File: src/rtl/icap_pkg.sv
package icap_pkg;

    typedef enum logic [1:0] {
        MODE_WIDTH  = 2'b00,
        MODE_PERIOD = 2'b01,
        MODE_COUNT  = 2'b10,
        MODE_DETECT = 2'b11
    } icap_mode_e;

    typedef enum logic [1:0] {
        ST_OFF        = 2'b00,
        ST_WAIT_OPEN  = 2'b01,
        ST_WAIT_CLOSE = 2'b10
    } meas_state_e;

endpackage

File: src/rtl/icap_sync_edge.sv
module icap_sync_edge #(
    parameter int STAGES = 2
) (
    input  logic clk,
    input  logic rst_n,
    input  logic din,
    output logic rise,
    output logic fall
);
    localparam int LAST = STAGES - 1;

    // pipe[0..LAST] synchronizes, pipe[STAGES] holds the previous synchronized level
    logic [STAGES:0] pipe;

    always_ff @(posedge clk) begin
        if (!rst_n) pipe <= '0;
        else        pipe <= {pipe[LAST:0], din};
    end

    assign rise = pipe[LAST] & ~pipe[STAGES];
    assign fall = ~pipe[LAST] & pipe[STAGES];


    sync_lat_chk: assert property (@(posedge clk) disable iff (!rst_n)
        rise |-> $past(din, 2));

endmodule

File: src/rtl/icap_meas_fsm.sv
module icap_meas_fsm
    import icap_pkg::*;
#(
    parameter int CNT_W = 16
) (
    input  logic             clk,
    input  logic             rst_n,
    input  logic             active,
    input  logic             period_mode,
    input  logic             open_edge,
    input  logic             close_edge,
    input  logic             rd_ack,
    input  logic [CNT_W-1:0] tbase,
    output logic             rdy,
    output logic [CNT_W-1:0] result
);
    meas_state_e      state, state_nx;
    logic [CNT_W-1:0] t_open;
    logic             take_open, take_close;

    always_ff @(posedge clk) begin
        if (!rst_n) state <= ST_OFF;
        else        state <= state_nx;
    end

    always_comb begin
        state_nx = state;
        unique case (state)
            ST_OFF:        if (active) state_nx = ST_WAIT_OPEN;
            ST_WAIT_OPEN:  if (!active) state_nx = ST_OFF;
                           else if (open_edge) state_nx = ST_WAIT_CLOSE;
            ST_WAIT_CLOSE: if (!active) state_nx = ST_OFF;
                           else if (!period_mode && close_edge) state_nx = ST_WAIT_OPEN;
            default:       state_nx = ST_OFF;
        endcase
    end

    assign take_open  = active && open_edge &&
                        (state == ST_WAIT_OPEN || (state == ST_WAIT_CLOSE && period_mode));
    assign take_close = active && (state == ST_WAIT_CLOSE) &&
                        (period_mode ? open_edge : close_edge);

    always_ff @(posedge clk) begin
        if (!rst_n) begin
            t_open <= '0;
            result <= '0;
            rdy    <= 1'b0;
        end else begin
            if (take_open)  t_open <= tbase;
            if (take_close) result <= tbase - t_open;
            rdy <= take_close | (rdy & ~rd_ack);
        end
    end


    result_hold_chk: assert property (@(posedge clk) disable iff (!rst_n)
        !$stable(result) |-> rdy);


    ack_clear_chk: assert property (@(posedge clk) disable iff (!rst_n)
        (rd_ack && state != ST_WAIT_CLOSE) |=> !rdy);


    close_only_chk: assert property (@(posedge clk) disable iff (!rst_n)
        $rose(rdy) |-> $past(state) == ST_WAIT_CLOSE);


    off_quiet_chk: assert property (@(posedge clk) disable iff (!rst_n)
        !active |=> $stable(result));

endmodule

File: src/rtl/icap_event_unit.sv
module icap_event_unit
    import icap_pkg::*;
#(
    parameter int CNT_W = 16
) (
    input  logic             clk,
    input  logic             rst_n,
    input  logic             en,
    input  icap_mode_e       mode,
    input  logic             qual_edge,
    input  logic             clr,
    input  logic [CNT_W-1:0] init_val,
    input  logic [CNT_W-1:0] max_val,
    output logic [CNT_W-1:0] cnt,
    output logic             ovf,
    output logic             evt
);
    logic count_on, wrap_hit;

    assign count_on = en && (mode == MODE_COUNT);
    assign wrap_hit = count_on && qual_edge && (cnt == max_val);

    always_ff @(posedge clk) begin
        if (!rst_n) begin
            cnt <= '0;
        end else if (!count_on) begin
            cnt <= init_val;
        end else if (qual_edge) begin
            if (cnt == max_val) cnt <= init_val;
            else                cnt <= cnt + CNT_W'(1);
        end
    end

    always_ff @(posedge clk) begin
        if (!rst_n) begin
            ovf <= 1'b0;
            evt <= 1'b0;
        end else begin
            ovf <= wrap_hit | (ovf & ~clr);
            evt <= en && (mode == MODE_DETECT) && qual_edge;
        end
    end


    ovf_reload_chk: assert property (@(posedge clk) disable iff (!rst_n)
        $rose(ovf) |-> cnt == $past(init_val));


    ovf_mode_chk: assert property (@(posedge clk) disable iff (!rst_n)
        $rose(ovf) |-> ($past(en) && $past(mode) == MODE_COUNT));


    evt_gate_chk: assert property (@(posedge clk) disable iff (!rst_n)
        evt |-> ($past(en) && $past(mode) == MODE_DETECT));

endmodule

File: src/rtl/icap_channel.sv
module icap_channel
    import icap_pkg::*;
#(
    parameter int CNT_W       = 16,
    parameter int SYNC_STAGES = 2
) (
    input  logic             clk,
    input  logic             rst_n,
    input  logic             en,
    input  logic [1:0]       mode,
    input  logic             start_pol,
    input  logic             sig_in,
    input  logic [CNT_W-1:0] tbase,
    input  logic [CNT_W-1:0] cnt_init,
    input  logic [CNT_W-1:0] cnt_max,
    input  logic             rd_ack,
    output logic [CNT_W-1:0] meas_val,
    output logic             meas_rdy,
    output logic [CNT_W-1:0] ecnt,
    output logic             ecnt_ovf,
    output logic             edge_evt
);
    icap_mode_e mode_e;
    logic       rise, fall, open_edge, close_edge, measuring;

    assign mode_e     = icap_mode_e'(mode);
    assign open_edge  = start_pol ? rise : fall;
    assign close_edge = start_pol ? fall : rise;
    assign measuring  = en && (mode_e == MODE_WIDTH || mode_e == MODE_PERIOD);

    icap_sync_edge #(.STAGES(SYNC_STAGES)) u_sync (
        .clk  (clk),
        .rst_n(rst_n),
        .din  (sig_in),
        .rise (rise),
        .fall (fall)
    );

    icap_meas_fsm #(.CNT_W(CNT_W)) u_meas (
        .clk        (clk),
        .rst_n      (rst_n),
        .active     (measuring),
        .period_mode(mode_e == MODE_PERIOD),
        .open_edge  (open_edge),
        .close_edge (close_edge),
        .rd_ack     (rd_ack),
        .tbase      (tbase),
        .rdy        (meas_rdy),
        .result     (meas_val)
    );

    icap_event_unit #(.CNT_W(CNT_W)) u_evt (
        .clk      (clk),
        .rst_n    (rst_n),
        .en       (en),
        .mode     (mode_e),
        .qual_edge(open_edge),
        .clr      (rd_ack),
        .init_val (cnt_init),
        .max_val  (cnt_max),
        .cnt      (ecnt),
        .ovf      (ecnt_ovf),
        .evt      (edge_evt)
    );


    dis_evt_chk: assert property (@(posedge clk) disable iff (!rst_n)
        !en |=> (!edge_evt && !$rose(meas_rdy)));

endmodule

File: config.mk
export PLATFORM = sky130hd
export DESIGN_NAME = icap_channel
export DESIGN_NICKNAME = d
export VERILOG_FILES = /design/src/rtl/icap_pkg.sv /design/src/rtl/icap_sync_edge.sv /design/src/rtl/icap_meas_fsm.sv /design/src/rtl/icap_event_unit.sv /design/src/rtl/icap_channel.sv
export SDC_FILE = /design/constraint.sdc
export NUM_CORES = 1
export LEC_CHECK = 0
export CORE_ASPECT_RATIO = 1.2
export CORE_MARGIN = 5
export CORE_UTILIZATION = 54
export DETAILED_ROUTE_END_ITERATION = 8
export PLACE_DENSITY = 0.87
export SLEW_MARGIN = 20
export SYNTH_ARGS = -nofsm -noshare
export SYNTH_HDL_FRONTEND = slang
export SYNTH_SLANG_ARGS = --single-unit
File: constraint.sdc
create_clock -name clk -period 6.8 [get_ports clk]
set_clock_uncertainty 0.2 [all_clocks]
set_input_delay 1.36 -clock clk [delete_from_list [all_inputs] [get_ports clk]]
set_output_delay 1.36 -clock clk [all_outputs]
set_load 0.05 [all_outputs]
==> summary.md <==
| Metric | Value |
|---|---|
| RSZ-0062 raised after global routing | no |
| Synthesized Nets | around 520 |
| Num CTS Buffers | 5 |
| Largest area contributor in the netlist | dfxtp_1 |
| Sequential share of power | about 52% |
| CP Max Fanout | 3 |
| Max-Cap Viols | 0 |
| Post-Syn Area per Cell | between 7 and 8 sq um |
| Slew @ Worst Pin | 1.020 ns |
| Final core utilization | 70.61% |
| Pint | between 0.4 and 0.5 mW |
| Slew Limit Fails | 0 |
| Synth Cell Area | 0.003581 sq mm |
| Critical path type | in -> reg |
| Yosys top cell area share | a little under a third |
| Ports | 91 |
| Final Cycle Share | between 50% and 60% |
| Congestion Overflow GR | 0 |
| Worst-path clk slew | ~0.1 ns |
| Wire length per cell | between 15 and 20 um |
| Share of layout cells above drive strength 1 | roughly 3.2% |
| Core area | about 0.0064 sq mm |
| Setup TNS | 0 ns |
| Global-route wire length before repair | between 15 and 20 mm |
| Final setup viols | 0 |
| Post-CTS resize count | 0 |
| Fmax | between 200 and 300 MHz |
| DIE AREA | 0.008366 sq mm |
| Clk sinks | between 50 and 60 |
| Top cells by area, synth | dfxtp_1 31%, a21oi_1 6.0%, ha_1 5.6% |
| EDFF count, synth | 0 |
| Post-route cell area | approximately 0.0046 sq mm |
| Min-Delay Path Class | reg -> reg |
| Power share of the combinational group | between 20 and 25% |
| ANT cells | 0 |
| Sw frac | between 20% and 30% |
| Cell Rows | 32 |
| Run status | finished, final reports clean |
| Routed vias/inst | ~6 |
| CP arrival | about 3.8 ns |
| DP Area | roughly 0.0045 sq mm |
| Asr flop ratio synth | 0% |
| Count of cell types in the netlist | 60 |
| DRC Markers | 0 |
| Chip height | approximately 100 um |
| Pin count of the biggest net entering global routing | 43 |
| Setup Fix Bufs, Post-CTS | 0 |
| CP startpoint kind | primary input |
| Vias after detailed routing | between 3000 and 4000 |
| Lkg Pwr | roughly 1.6 nW |
| Cells after synthesis | 451 |
| Post-synthesis sequential area ratio | between 30% and 40% |
| Drt initial violations | 234 |
| Top FF cell, synth | dfxtp_1 |
| CP Data Required Time | a little under 7 ns |
| Die W | 84.34 um |
| Count leader, synth | dfxtp_1 |
| Initial Utilization | around 56% |
| DRT Wirelength | a little under 10 mm |
| Clock Tree Buf Depth | 2 |
| Synthesis warning total | 0 |
| Post-CTS Hold Fix Bufs | 0 |
| Layout net count | 597 |
| #FFs+latches synth | 56 |
| Clk Latency, worst-skew pair | slightly above 0.3 ns |
| Fin cells | between 600 and 700 |
| Initial antenna violation count | 0 |
| # port buffers | 90 |
| Overall global routing resource usage | a little under a quarter |
| H-tree levels | 2 |
| Routability cong. | between 0.9 and 1 |
| Vias in the first global route | 3429 |
| VDD IR-drop max | between 100 and 150 uV |
| Net switching power | about 0.20 mW |
| Root Driver | clkbuf_8 |
| Slew HR | between 30% and 40% |
| Final antenna-violating net count | 0 |
| Clk pwr share | around a quarter |
| Inst Count DP | about 600 |
| CTS tree | yes |
| Hold Vio Cnt, Final | 0 |
| Post-synth top cells | 56 x dfxtp_1, 43 x a21oi_1, 42 x nand2_1, 31 x nor2_1, 29 x nand3_1 |
| Half-perimeter wire length after placement | ~7.3 mm |
| Tmin final | between 3 and 4 ns |
| P&R area growth vs syn | 27.11% |
| Power Dens Cells | roughly 150 mW/mm^2 |
| Drt first pass iters | 5 |
| Critical Path Sink Type | flop |
-- metal layers --
layer	share of wire (%)	GRT usage, %	wire length (um)	up-vias
met4	1.7	6.821	168	0
met5	0	0	0	-
met2	51	41.98	4930	135
met1	41	27.66	4006	1702
li1	-	-	-	1779
met3	5.9	3.894	576	14
-- power groups by stage --
stage / clock network, mW / registers, mW / logic, mW
5_1_grt: 0.191 / 0.351 / 0.162
3_5_place_dp: 0 / 0.357 / 0.149
2_1_floorplan: 0 / 0.373 / 0.0683
4_1_cts: 0.179 / 0.349 / 0.150
3_3_place_gp: 0 / 0.357 / 0.146
6_report: 0.173 / 0.350 / 0.150
-- final cells by class --
| cell class | count | area, sq um |
|---|---|---|
| Clock inverter | 1 | 5.005 |
| Tap cell | 85 | 106.4 |
| Clock buffer | 6 | 72.57 |
| Inverter | 25 | 93.84 |
| Sequential cell | 56 | 1121 |
| Fill cell | 546 | 1894 |
| Multi-Input combinational cell | 344 | 2237 |
| Timing Repair Buffer | 92 | 915.9 |
-- cell families (layout without fill, tap and decap cells) --
family	count (synthesis)	count (layout)	share of synthesized area (%)
AOI/OAI and AO/OA	115	115	20.65
xor gates and xnor gates	21	21	5.136
adders and majority gates	17	17	6.150
buffers and inverters	51	124	6.359
DFF	56	56	31.31
muxes	18	18	5.031
and+or+nand+nor	173	173	25.37
-- through the flow --
step,hold WS (ns),setup slack (ns),total power [mW]
after global placement,0.2147,2.743,0.5029
after floorplan,0.2119,3.524,0.4410
final,0.2352,3.082,0.6728
after detailed placement,0.2239,2.648,0.5060
after CTS,0.2432,2.983,0.6777
after global routing,0.2522,2.909,0.7045
-- flip-flops by register name (all words and copies together) (netlist names) --
| signal | count |
|---|---|
| u_evt.cnt | 16 |
| u_meas.t_open | 16 |
| u_evt.ovf | 1 |
| u_evt.evt | 1 |
| u_meas.rdy | 1 |
| u_meas.state | 2 |
| u_meas.result | 16 |
| u_sync.pipe | 3 |
-- worst paths after layout --
path	end	depth (start not counted)	slack [ns]	start
worst max register to register	u_evt.cnt[10]$_SDFFE_PN0P_	6	4.22	u_evt.cnt[13]$_SDFFE_PN0P_
worst max-delay path	u_meas.result[8]$_SDFFE_PN0P_	10	3.08	tbase[0]
worst min register to register	u_sync.pipe[1]$_SDFF_PN0_	1	0.24	u_sync.pipe[0]$_SDFF_PN0_
worst min-delay path	u_sync.pipe[1]$_SDFF_PN0_	1	0.24	u_sync.pipe[0]$_SDFF_PN0_
-- critical path: stages --
cell and delay, ns:
clkdlybuf4s50_1 0.49, inv_1 0.05, ha_1 0.22, fa_1 0.38, nand2b_1 0.19, a21oi_1 0.27
nand2b_1 0.20, a31oi_1 0.11, or3_1 0.32, a31oi_1 0.15
-- layout by cell type (no fill, tap or decap), drive strengths merged, types with 12 or more instances in the layout --
cell           Yosys  routed
nand2             42      42
ha                16      16
mux2i             18      18
nor2              33      33
dfxtp             56      56
inv               25      25
nand3             29      29
xor2              19      19
a21oi             43      43
a31oi             12      12
clkdlybuf4s50      0      90
o21ai             16      16
No activity file was read; power rests on OpenSTA's default activity.
